$ cat src/rtl/lac_pkg.sv
// Shared types for the link activation controller.
// Assumes: info codes 0..4 fit in 3 bits; symbol encoding is fixed by R6.
package lac_pkg;
    typedef enum logic [2:0] {
        INFO0 = 3'd0,
        INFO1 = 3'd1,
        INFO2 = 3'd2,
        INFO3 = 3'd3,
        INFO4 = 3'd4
    } info_e;

    typedef enum logic [1:0] {
        NT_IDLE  = 2'd0,
        NT_ARM   = 2'd1,
        NT_LIVE  = 2'd2,
        NT_DRAIN = 2'd3
    } nt_state_e;

    typedef enum logic [1:0] {
        TE_IDLE = 2'd0,
        TE_CALL = 2'd1,
        TE_LOCK = 2'd2,
        TE_LIVE = 2'd3
    } te_state_e;

    typedef enum logic [1:0] {
        SYM_SPACE = 2'd0,
        SYM_POS   = 2'd1,
        SYM_NEG   = 2'd2
    } sym_e;
endpackage

$ cat src/rtl/lac_drain_timer.sv
// Draining timer: counts frame ticks while run is high.
// It is cleared whenever run is low, so every entry starts from zero.
// done pulses on the tick that completes LIMIT ticks.
// Assumes: LIMIT >= 2.
module lac_drain_timer #(
    parameter int LIMIT = 256
) (
    input  logic clk,
    input  logic rst_n,
    input  logic run,
    input  logic tick,
    output logic done
);
    localparam int CW = $clog2(LIMIT + 1);
    localparam logic [CW-1:0] LAST = CW'(LIMIT - 1);

    logic [CW-1:0] cnt;

    // Tick counter, cleared outside the draining state
    always_ff @(posedge clk) begin
        if (!rst_n || !run) begin
            cnt <= '0;
        end else if (tick) begin
            cnt <= cnt + 1'b1;
        end
    end

    // Expiry on the last tick of the window
    always_comb begin
        done = run && tick && (cnt == LAST);
    end
endmodule

$ cat src/rtl/lac_nt_fsm.sv
// Network-side activation machine: idle, pending activation, activated, draining.
// Produces the unregistered info code and A-bit for the current state.
// Assumes: input flags are synchronous; when enable is low the machine sits idle.
module lac_nt_fsm (
    input  logic            clk,
    input  logic            rst_n,
    input  logic            enable,
    input  logic            act_req,
    input  logic            deact_req,
    input  logic            bus_act,
    input  logic            frame_sync,
    input  logic            timer_done,
    output logic            timer_run,
    output lac_pkg::info_e  info,
    output logic            abit
);
    import lac_pkg::*;

    nt_state_e state, state_nx;

    // State register; disabled mode forces idle
    always_ff @(posedge clk) begin
        if (!rst_n || !enable) begin
            state <= NT_IDLE;
        end else begin
            state <= state_nx;
        end
    end

    // Next-state rules, deactivation request has priority
    always_comb begin
        state_nx = state;
        unique case (state)
            NT_IDLE: begin
                if (!deact_req && (act_req || bus_act)) state_nx = NT_ARM;
            end
            NT_ARM: begin
                if (deact_req)       state_nx = NT_DRAIN;
                else if (frame_sync) state_nx = NT_LIVE;
            end
            NT_LIVE: begin
                if (deact_req)        state_nx = NT_DRAIN;
                else if (!frame_sync) state_nx = NT_ARM;
            end
            NT_DRAIN: begin
                if (timer_done) state_nx = NT_IDLE;
            end
            default: state_nx = NT_IDLE;
        endcase
    end

    // Output decode per state
    always_comb begin
        timer_run = (state == NT_DRAIN);
        abit      = 1'b0;
        info      = INFO0;
        unique case (state)
            NT_ARM:  info = INFO2;
            NT_LIVE: begin
                info = INFO4;
                abit = 1'b1;
            end
            default: info = INFO0;
        endcase
    end
endmodule

$ cat src/rtl/lac_te_fsm.sv
// Terminal-side activation machine: idle, calling, synchronized, activated.
// Produces the unregistered info code from state and line flags.
// Assumes: input flags are synchronous; when enable is low the machine sits idle.
module lac_te_fsm (
    input  logic            clk,
    input  logic            rst_n,
    input  logic            enable,
    input  logic            act_req,
    input  logic            deact_req,
    input  logic            bus_act,
    input  logic            frame_sync,
    input  logic            rx_abit,
    output lac_pkg::info_e  info
);
    import lac_pkg::*;

    te_state_e state, state_nx;

    // State register; disabled mode forces idle
    always_ff @(posedge clk) begin
        if (!rst_n || !enable) begin
            state <= TE_IDLE;
        end else begin
            state <= state_nx;
        end
    end

    // Next-state rules; deactivation request wins from every state
    always_comb begin
        state_nx = state;
        if (deact_req) begin
            state_nx = TE_IDLE;
        end else begin
            unique case (state)
                TE_IDLE: begin
                    if (frame_sync)   state_nx = TE_LOCK;
                    else if (act_req) state_nx = TE_CALL;
                end
                TE_CALL: begin
                    if (frame_sync) state_nx = TE_LOCK;
                end
                TE_LOCK: begin
                    if (frame_sync && rx_abit) state_nx = TE_LIVE;
                end
                TE_LIVE: begin
                    if (!frame_sync || !rx_abit) state_nx = TE_LOCK;
                end
                default: state_nx = TE_IDLE;
            endcase
        end
    end

    // Info selection per state and line flags
    always_comb begin
        unique case (state)
            TE_CALL: info = bus_act ? INFO0 : INFO1;
            TE_LOCK: info = frame_sync ? INFO3 : INFO0;
            TE_LIVE: info = INFO3;
            default: info = INFO0;
        endcase
    end
endmodule

$ cat src/rtl/lac_wake_gen.sv
// Wake-up pattern generator: while active, steps through PAT_LEN symbols on
// sym_tick. The first two are the positive and the negative mark, the rest
// are spaces. It restarts from symbol 0 whenever it goes inactive.
// Assumes: PAT_LEN >= 3.
module lac_wake_gen #(
    parameter int PAT_LEN = 8
) (
    input  logic          clk,
    input  logic          rst_n,
    input  logic          active,
    input  logic          sym_tick,
    output lac_pkg::sym_e sym
);
    import lac_pkg::*;

    localparam int IW = $clog2(PAT_LEN);
    localparam logic [IW-1:0] LAST = IW'(PAT_LEN - 1);

    logic [IW-1:0] idx;

    // Pattern position, wraps at the pattern length
    always_ff @(posedge clk) begin
        if (!rst_n || !active) begin
            idx <= '0;
        end else if (sym_tick) begin
            idx <= (idx == LAST) ? '0 : idx + 1'b1;
        end
    end

    // Symbol decode for the current position
    always_comb begin
        if (!active)                  sym = SYM_SPACE;
        else if (idx == '0)           sym = SYM_POS;
        else if (idx == IW'(1))       sym = SYM_NEG;
        else                          sym = SYM_SPACE;
    end
endmodule

$ cat src/rtl/link_act_ctrl.sv
// Link activation controller top. It selects the NT or TE machine by te_mode,
// registers the info code and A-bit, drives the Info1 symbol generator and
// the frame-delayed Sync/BA status select.
// Assumes: all inputs are synchronous to clk; frame_tick and sym_tick are
// single-cycle pulses.
module link_act_ctrl #(
    parameter int TIMEOUT = 256,
    parameter int PAT_LEN = 8
) (
    input  logic       clk,
    input  logic       rst_n,
    input  logic       te_mode,
    input  logic       frame_tick,
    input  logic       sym_tick,
    input  logic       act_req,
    input  logic       deact_req,
    input  logic       bus_act,
    input  logic       frame_sync,
    input  logic       rx_abit,
    output logic [2:0] info_code,
    output logic       tx_abit,
    output logic       sync_ba,
    output logic [1:0] line_sym
);
    import lac_pkg::*;

    info_e nt_info, te_info, info_q;
    logic  nt_abit, abit_q;
    logic  tmr_run, tmr_done;
    logic  sel_sync;
    sym_e  sym;

    lac_drain_timer #(.LIMIT(TIMEOUT)) u_timer (
        .clk   (clk),
        .rst_n (rst_n),
        .run   (tmr_run),
        .tick  (frame_tick),
        .done  (tmr_done)
    );

    lac_nt_fsm u_nt (
        .clk        (clk),
        .rst_n      (rst_n),
        .enable     (!te_mode),
        .act_req    (act_req),
        .deact_req  (deact_req),
        .bus_act    (bus_act),
        .frame_sync (frame_sync),
        .timer_done (tmr_done),
        .timer_run  (tmr_run),
        .info       (nt_info),
        .abit       (nt_abit)
    );

    lac_te_fsm u_te (
        .clk        (clk),
        .rst_n      (rst_n),
        .enable     (te_mode),
        .act_req    (act_req),
        .deact_req  (deact_req),
        .bus_act    (bus_act),
        .frame_sync (frame_sync),
        .rx_abit    (rx_abit),
        .info       (te_info)
    );

    lac_wake_gen #(.PAT_LEN(PAT_LEN)) u_wake (
        .clk      (clk),
        .rst_n    (rst_n),
        .active   (info_q == INFO1),
        .sym_tick (sym_tick),
        .sym      (sym)
    );

    // Output registers for the transmit code and A-bit
    always_ff @(posedge clk) begin
        if (!rst_n) begin
            info_q <= INFO0;
            abit_q <= 1'b0;
        end else begin
            info_q <= te_mode ? te_info : nt_info;
            abit_q <= !te_mode && nt_abit;
        end
    end

    // Status meaning latched at each frame boundary
    always_ff @(posedge clk) begin
        if (!rst_n) begin
            sel_sync <= 1'b0;
        end else if (frame_tick) begin
            sel_sync <= act_req && !deact_req;
        end
    end

    // Port drive
    always_comb begin
        info_code = info_q;
        tx_abit   = abit_q;
        sync_ba   = sel_sync ? frame_sync : bus_act;
        line_sym  = sym;
    end
endmodule

$ cat config.mk
export PLATFORM = sky130hd
export DESIGN_NAME = link_act_ctrl
export DESIGN_NICKNAME = d
export VERILOG_FILES = /design/src/rtl/lac_pkg.sv /design/src/rtl/lac_drain_timer.sv /design/src/rtl/lac_nt_fsm.sv /design/src/rtl/lac_te_fsm.sv /design/src/rtl/lac_wake_gen.sv /design/src/rtl/link_act_ctrl.sv
export SDC_FILE = /design/constraint.sdc
export NUM_CORES = 1
export LEC_CHECK = 0
export BUFFER_PORTS_ARGS = -buffer_cell sky130_fd_sc_hd__buf_2
export CAP_MARGIN = 0
export CORE_AREA = 10 10 53 55
export CTS_BUF_LIST = sky130_fd_sc_hd__clkbuf_16
export CTS_CLUSTER_SIZE = 28
export DETAILED_ROUTE_END_ITERATION = 8
export DIE_AREA = 0 0 63 65
export PLACE_DENSITY = 0.76
export SLEW_MARGIN = 5
export SYNTH_ARGS = -nofsm -noshare
export SYNTH_HDL_FRONTEND = slang
export SYNTH_SLANG_ARGS = --single-unit
$ cat constraint.sdc
create_clock -name clk -period 2.9 [get_ports clk]
set_input_delay 0.145 -clock clk [delete_from_list [all_inputs] [get_ports clk]]
set_output_delay 0.145 -clock clk [all_outputs]
set_load 0.01 [all_outputs]
# Yosys cells after proc, flatten, opt, wreduce, memory -nomap -nowiden
# Cells that the tools add are included.
[totals]
inputBits = 10
wordCells = 75
ff_bits = 21
out_inout_bits = 7
[classes]
n_reduce_logical = 25
n_eq_ne = 18
add_sub_neg = 2
n_mux = 23
[ops]
columns = ["operator", "count"]
rows = [
  ["two-way mux 2 bit", 14],
  ["case mux 2 bit (4 select lines)", 2],
  ["adder 9 x 1 -> 9 bit (second input constant)", 1],
  ["equality test 9 x 8 -> 1 bit (second input constant)", 1],
  ["!= test 3 bit (second input constant)", 3],
  ["case mux 3 bit (3 select lines)", 1],
  ["equality test 2 bit (second input constant)", 4],
  ["AND reduction 4 bit", 2],
  ["logical NOT 1 bit", 7],
  ["equality test 3 x 1 -> 1 bit (second input constant)", 2],
  ["logical AND 1 bit", 6],
  ["logical OR 1 bit", 6],
  ["two-way mux 3 bit", 2],
  ["!= test 2 x 1 -> 1 bit (second input constant)", 3],
  ["case mux 3 bit (2 select lines)", 1],
  ["equality test 2 x 1 -> 1 bit (second input constant)", 2],
  ["logical NOT 2 bit", 2],
  ["!= test 2 bit (second input constant)", 2],
  ["adder 3 x 1 -> 3 bit (second input constant)", 1],
  ["equality test 3 bit (second input constant)", 1],
  ["logical NOT 3 bit", 1],
  ["two-way mux 1 bit", 3],
  ["OR reduction 2 bit", 1],
]

# Depth between registers and ports, before layout
# Gate-level depths: netlist (run 1).
[depth]
ltp_word = 5
ltp_mapped = 7
mapped_depth_nobuf = 7

# By module
# From an unflattened synthesis (run 1), not the netlist that was laid out.
[hier_totals]
cells_unflattened = 118
hier_area_um2 = 1053.5
[by_module_without_submodules]
columns = ["module", "area_each_um2", "n_inst", "cells_per_inst", "seq_area_each_um2"]
rows = [
  ["lac_drain_timer", 401.6, 1, 45, 180.2],
  ["link_act_ctrl", 197.7, 1, 18, 100.1],
  ["lac_wake_gen", 196.4, 1, 20, 60.1],
  ["lac_nt_fsm", 157.7, 1, 22, 40.0],
  ["lac_te_fsm", 100.1, 1, 13, 40.0],
]

# Worst setup path before layout (run 1)
# OpenSTA, ideal clock, no wires.
[synth_timing]
kind = "register to register"
startpoint = "register u_timer.cnt[0]"
endpoint = "register u_nt.state[0]"
n_path_buf = 0
setup_slack_ps = 1361
setup_time_ps = 120
arrival_ps = 1419
path_stages_with_launch = 8
synth_period_minus_slack_ps = 1539
required_time_ps = 2780
cell_sequence = "dfxtp_1 -> ha_1 -> nand3_1 -> nor2_1 -> ha_1 -> and3_1 -> o22ai_1 -> a211o_1"
[synth_between]
elab_chain_cells = 4
[synth_rtl]
columns = ["item", "line", "source"]
rows = [
  ["start: declaration", "lac_drain_timer.sv:17", "logic [CW-1:0] cnt;"],
  ["start signal: assignment", "lac_drain_timer.sv:24", "cnt <= cnt + 1'b1;"],
  ["equality test 9 x 8 -> 1 bit", "lac_drain_timer.sv:30", "done = run && tick && (cnt == LAST);"],
  ["logical AND 1 bit", "lac_drain_timer.sv:30", ""],
  ["!= test 2 bit (no source line)", "-", ""],
  ["AND reduction 4 bit (no source line)", "-", ""],
  ["end signal: assignment", "lac_nt_fsm.sv:26", "state <= state_nx;"],
  ["end: declaration", "lac_nt_fsm.sv:19", "nt_state_e state, state_nx;"],
]
# No other way between the ends.
# A chain may end at the register's enable or synchronous reset.

# Final worst setup path (run 1)
# Ends and elaborated chain as after synthesis.

==> impl_metrics.py, run 1 <==
metrics = {
    "sta": {
        "tns_ns": 0,
        "timing.final.crit_period_ns": 1.65,
        "report.final.slew_viol_count": 0,
        "hold_viol_final": 0,
        "fin_worst_skew_ns": 0.00325,
        "setup_viol": 0,
        "rsz0062_at_grt": "false",
        "relSlewSlack_pct": 75.7,
        "fmax_ghz": 0.605,
        "period_share_pct": 57.0,
        "layout_setup_ws_ns": 1.25,
        "worst_pin_slew_ns": 0.363,
    },
    "routing": {
        "drt_iter0_drc": 29,
        "ant_nets": 0,
        "routed_wl_mm": 1.85,
        "drt_pass1_iterations": 4,
        "drc": 0,
        "wl_per_cell_um": 12.2,
        "viasPerCell": 5.30,
        "dr_total_vias": 800,
    },
    "final_layout": {
        "nFillCells": 159,
        "final_nets": 141,
        "multi_input_area_um2": 527,
        "final_util_pct": 62.0,
        "antenna_cells": 0,
        "drive_gt1_share_pct": 17.7,
        "ff_latch_area_um2": 420,
        "area_growth_pct": 18.8,
    },
    "floorplanning": {
        "initial_core_util_pct": 52.2,
        "die_y_um": 65,
        "chipWidth_um": 63,
        "coreArea_um2": 1860,
        "rows": 16,
        "ios": 17,
        "dieArea_um2": 4100,
    },
    "critical_path": {
        "worstPathCellList": "ha_1, nand3_1, nor2_1, ha_1, and3_1, o22ai_1, a211o_1",
        "crit_top_cell": "ha_1",
        "timing.critical_path.from_type": "register",
        "path_class": "reg -> reg",
        "required_ns": 3.04,
        "reg2reg_depth": 7,
        "critPathArrivalTime_ns": 1.79,
        "worstPathMaxFanout": 5,
        "cp_slowest_cell": "dfxtp_1",
        "slowest_delay_ns": 0.41,
        "end_kind": "register",
    },
    "cts": {
        "clockBufferDepth": 2,
        "cts_tree": "yes",
        "cts-resized-gates": 0,
        "clock_latency_ns": 0.25,
        "cts.clk_slew.worst_paths_ns": 0.06,
        "postCtsSetupBuffers": 0,
        "root_buffer": "clkbuf_16",
        "clkSinkCount": 21,
        "postCtsHoldBufs": 0,
        "numCtsBuffers": 3,
        "htreeDepth": 1,
    },
    "place": {
        "hpwlAfterDp_mm": 1.42,
        "pre_cts_ws_ns": 1.25,
        "port_buffers": 16,
        "place_congestion": 0.831,
    },
    "global_routing": {
        "groute.usage.overall_pct": 9.64,
        "antenna_found_initial": 0,
        "grt_pass1_vias": 730,
        "overflow": 0,
        "grt_max_degree": 13,
        "grt_first_pass_wirelength_mm": 3.26,
    },
    "logic_synthesis": {
        "syn_nets": 122,
        "synth_common_cells": "21 x dfxtp_1, 17 x nor2_1, 6 x ha_1, 5 x nand3_1, 5 x o21ai_0",
        "synthTopCellsByArea": "dfxtp_1 43%, ha_1 7.7%, nor2_1 6.6%, mux2i_1 4.1%, xor2_1 2.7%",
        "synth_area_leader_cell": "dfxtp_1",
        "yosysMostFrequentCell": "dfxtp_1",
        "yosysTopAreaCellShare_pct": 43.2,
        "synthCells": 106,
        "synthDistinctLibCells": 33,
        "ys_warn_count": 0,
        "syn_area_um2": 972,
        "seq_area_frac_synth_pct": 43.2,
        "ys_ff_latch": 21,
        "synthFlopType": "dfxtp_1",
        "synth_edf_count": 0,
        "ys_async_sr_fraction_pct": 0,
        "syn_avg_cell_area_um2": 9.17,
    },
    "min_path": {
        "min_path_cells": 2,
        "min_path_type": "in -> reg",
    },
    "power": {
        "powerDensity_nw_per_um2": 524,
        "p_leak_nw": 0.480,
        "vdd_drop_max_uv": 454,
    },
    "outcome": {
        "outcome": "finished clean",
    },
    "job": {
        "drv_cap": 0,
    },
}
sequential cells by signal, summed over array words and instances, names as in the netlist:
name / cells
sel_sync: 1
u_te.state: 2
u_timer.cnt: 9
info_code: 3
u_wake.idx: 3
tx_abit: 1
u_nt.state: 2
worst max-delay path: cells and delay by family, from the launching register on:
family	cells	cell delay, ns
AOI/OAI and AO/OA	2	0.38
adders and majority gates	2	0.36
DFF	1	0.41
and+or+nand+nor	3	0.39
stage by stage:
| step | hold WS [ns] | cells | total power, W | cell area [um2] |
|---|---|---|---|---|
| 6_report | 0.151 | 151 | 0.000605 | 1150 |
| 5_1_grt | 0.163 | 151 | 0.000628 | 1150 |
| 4_1_cts | 0.148 | 151 | 0.000608 | 1150 |
| 3_5_place_dp | 0.407 | 147 | 0.000333 | 1080 |
| 3_3_place_gp | 0.399 | 147 | 0.000332 | 1080 |
| 2_1_floorplan | 0.223 | 106 | 0.000319 | 972 |
cells by family (layout without fill, tap and decap cells):
| family | Yosys count | after routing | synth area share, % |
|---|---|---|---|
| compound gates | 17 | 17 | 10.7 |
| xor+xnor | 4 | 4 | 3.60 |
| fa+ha+maj | 6 | 6 | 7.72 |
| buf+inv | 6 | 24 | 2.57 |
| flops | 21 | 21 | 43.2 |
| mux | 5 | 5 | 5.28 |
| simple gates | 47 | 47 | 26.9 |
power by group:
group | total, W | switching, W | internal (W)
Clock | 0.000278 | 0.0000952 | 0.000183
Sequential | 0.000295 | 0.00000325 | 0.000292
Combinational | 0.0000320 | 0.0000164 | 0.0000155
metal layers:
layer | GRT usage [%] | wire length (um) | part of all wire [%] | vias up
met5 | 0 | 0 | 0 | -
met4 | 3.35 | 8 | 0.43 | 0
met3 | 3.95 | 82 | 4.4 | 2
met2 | 15.4 | 895 | 48 | 8
met1 | 11.4 | 862 | 47 | 375
li1 | - | - | - | 415
worst paths after layout:
path	from	end	slack, ns
max	u_timer.cnt[0]	u_nt.state[0]	1.25
min	deact_req	u_te.state[0]	0.15
max reg2reg	u_timer.cnt[0]	u_nt.state[0]	1.25
min reg2reg	u_timer.cnt[8]	u_timer.cnt[8]	0.48
cell type report:
cell class                      instances  share of cell area (%)
Timing Repair Buffer                   16                    6.93
Clock buffer                            3                    6.50
Inverter                                4                    1.30
Clock inverter                          1                   0.325
Sequential cell                        21                    36.4
Tap cell                               27                    2.93
Multi-Input combinational cell         79                    45.6
cell usage in the layout, fill, tap and decap left out, types with 2 or more instances in the layout:
cell type and instances:
nor2_1 17, dfxtp_1 21, clkbuf_16 3, nand4_1 4
nand2b_1 2, a211oi_1 2, nand3b_1 2, inv_1 5
nand2_1 2, buf_2 16, o22ai_1 2, or3_1 3
a21oi_1 4, o21ai_0 5, nand3_1 5, mux2i_1 4
xor2_1 3, ha_1 6, nor3_1 3
(Power assumes the default switching activity.)
==> run 2, diff against run 1 <==
- CORE_AREA: 10 10 53 55 -> 10 10 54 56
- DIE_AREA: 0 0 63 65 -> 0 0 64 66
- PLACE_DENSITY: 0.76 -> 0.73
- clock period: 2.9 -> 1.6 ns (I/O delays scaled with it)
==> run 2 against run 1 <==
Clock-buffer cell count unchanged. Global-route usage up 0.16 points. Worst setup slack got worse by 1.2 ns. Sequential share of layout area fell by 1.8 points. Flip-flop and latch count did not move. Largest cell class unchanged. Largest power group unchanged.
==> impl_metrics.py, run 2 (synthesized netlist as in run 1, its figures left out) <==
metrics = {
    "final_layout": {
        "final_nets": 146,
        "nFillCells": 154,
        "mostFrequentLayoutCells": "19 x dfxtp_1, 16 x nor2_1, 16 x buf_2, 5 x o21ai_0, 5 x buf_4",
        "largest_register_ffs": 9,
        "final_area_um2": 1220,
        "top_register": "u_timer.cnt",
        "antenna_cells": 0,
        "area_growth_pct": 25.9,
        "final_common_cell": "dfxtp_1",
        "drive_gt1_share_pct": 27.1,
    },
    "critical_path": {
        "slowest_delay_ns": 0.35,
        "end_kind": "register",
        "timing.critical_path.from_type": "register",
        "cp_num_buf_inv": 0,
        "path_class": "reg -> reg",
        "worstPathCellList": "ha_4, nand3_2, nor2_2, ha_2, and3_4, o22ai_1, a211o_1",
        "critPathArrivalTime_ns": 1.67,
        "worstPathMaxFanout": 4,
        "cp_slowest_cell": "dfxtp_2",
        "required_ns": 1.74,
        "critPathTopFamily": "simple AND/OR/NAND/NOR gates",
    },
    "cts": {
        "cts.clk_slew.worst_paths_ns": 0.06,
        "root_buffer": "clkbuf_16",
        "clockBufferDepth": 2,
        "clkSinkCount": 21,
        "clock_latency_ns": 0.25,
        "numCtsBuffers": 3,
        "cts_tree": "yes",
        "htreeDepth": 1,
        "postCtsHoldBufs": 0,
    },
    "place": {
        "dpl_cell_area_um2": 1110,
        "place_congestion": 0.811,
        "pre_cts_ws_ns": 0.0506,
        "port_buffers": 16,
        "hpwlAfterDp_mm": 1.42,
    },
    "power": {
        "vdd_drop_max_uv": 695,
        "p_leak_nw": 0.500,
        "total_power_w": 0.00111,
        "powerDensity_nw_per_um2": 909,
    },
    "sta": {
        "fin_worst_skew_ns": 0.00303,
        "hold_ws_ns": 0.0838,
        "report.final.slew_viol_count": 0,
        "period_share_pct": 95.1,
        "timing.final.crit_period_ns": 1.52,
        "relSlewSlack_pct": 75.6,
        "tns_ns": 0,
        "fmax_ghz": 0.657,
        "worst_pin_slew_ns": 0.365,
        "hold_viol_final": 0,
        "layout_setup_ws_ns": 0.0786,
        "setup_viol": 0,
    },
    "routing": {
        "highest_layer": "met4",
        "drt_pass1_iterations": 4,
        "wl_per_cell_um": 13.1,
        "routed_wl_mm": 2.04,
        "met2_length_um": 992,
        "drc": 0,
        "viasPerCell": 5.43,
        "drt-met1-wl_um": 862,
        "wl_met3_um": 135,
        "dr_total_vias": 847,
        "drt_iter0_drc": 18,
        "ant_nets": 0,
    },
    "global_routing": {
        "antenna_found_initial": 0,
        "groute.usage.overall_pct": 9.80,
        "overflow": 0,
        "grt_pass1_vias": 803,
        "grt_first_pass_wirelength_mm": 3.35,
        "grt_max_degree": 13,
    },
    "outcome": {
        "outcome": "finished clean",
    },
    "job": {
        "drv_cap": 0,
    },
    "floorplanning": {
        "rows": 16,
        "coreArea_um2": 1900,
        "die_y_um": 66,
        "initial_core_util_pct": 51.1,
        "ios": 17,
        "dieArea_um2": 4220,
        "chipWidth_um": 64,
    },
    "min_path": {
        "min_path_type": "in -> reg",
    },
}
run 2: cell count changes in the layout (fill, tap and decap cells not counted), sizes merged:
cell    previous run  this run
clkinv             0         1
inv                5         4
buf               16        21
run 2: routing by layer:
metal,track usage (%),vias to the layer above
met3,3.22,5
met5,0,-
met2,15.2,22
met4,7.10,0
li1,-,426
met1,11.1,394
run 2: final cells by class:
cell class	instances	area [um2]	area share, %
clock buffer	3	75.1	6.13
clock inverter	1	5.00	0.409
sequential	21	423	34.6
tap	27	33.8	2.76
multi-input combinational	79	554	45.3
timing repair buffer	21	118	9.61
inverter	4	15.0	1.23
run 2: stage by stage:
stage                     utilization [%]  cells
final                                64.3    156
after global routing                 64.3    156
after CTS                            62.4    155
after detailed placement             58.2    151
after global placement               58.2    151
after floorplan                         -    106
run 2: power breakdown:
group	internal [W]	switching, W
registers	0.000529	0.00000603
clock network	0.000335	0.000183
logic	0.0000283	0.0000311
run 2: what timing repair did:
item / in CTS / in global routing
buffers inserted: 0 / 1
endpoints found under the setup margin: 0 / 1
gates resized for setup: 0 / 8
run 2: final timing paths:
check / to / cells past startpoint / from / slack (ns)
min reg2reg: u_timer.cnt[8] / 2 / u_timer.cnt[8] / 0.48
max: u_nt.state[0] / 7 / u_timer.cnt[0] / 0.08
min: u_te.state[1] / 2 / deact_req / 0.08
max reg2reg: u_nt.state[0] / 7 / u_timer.cnt[0] / 0.08
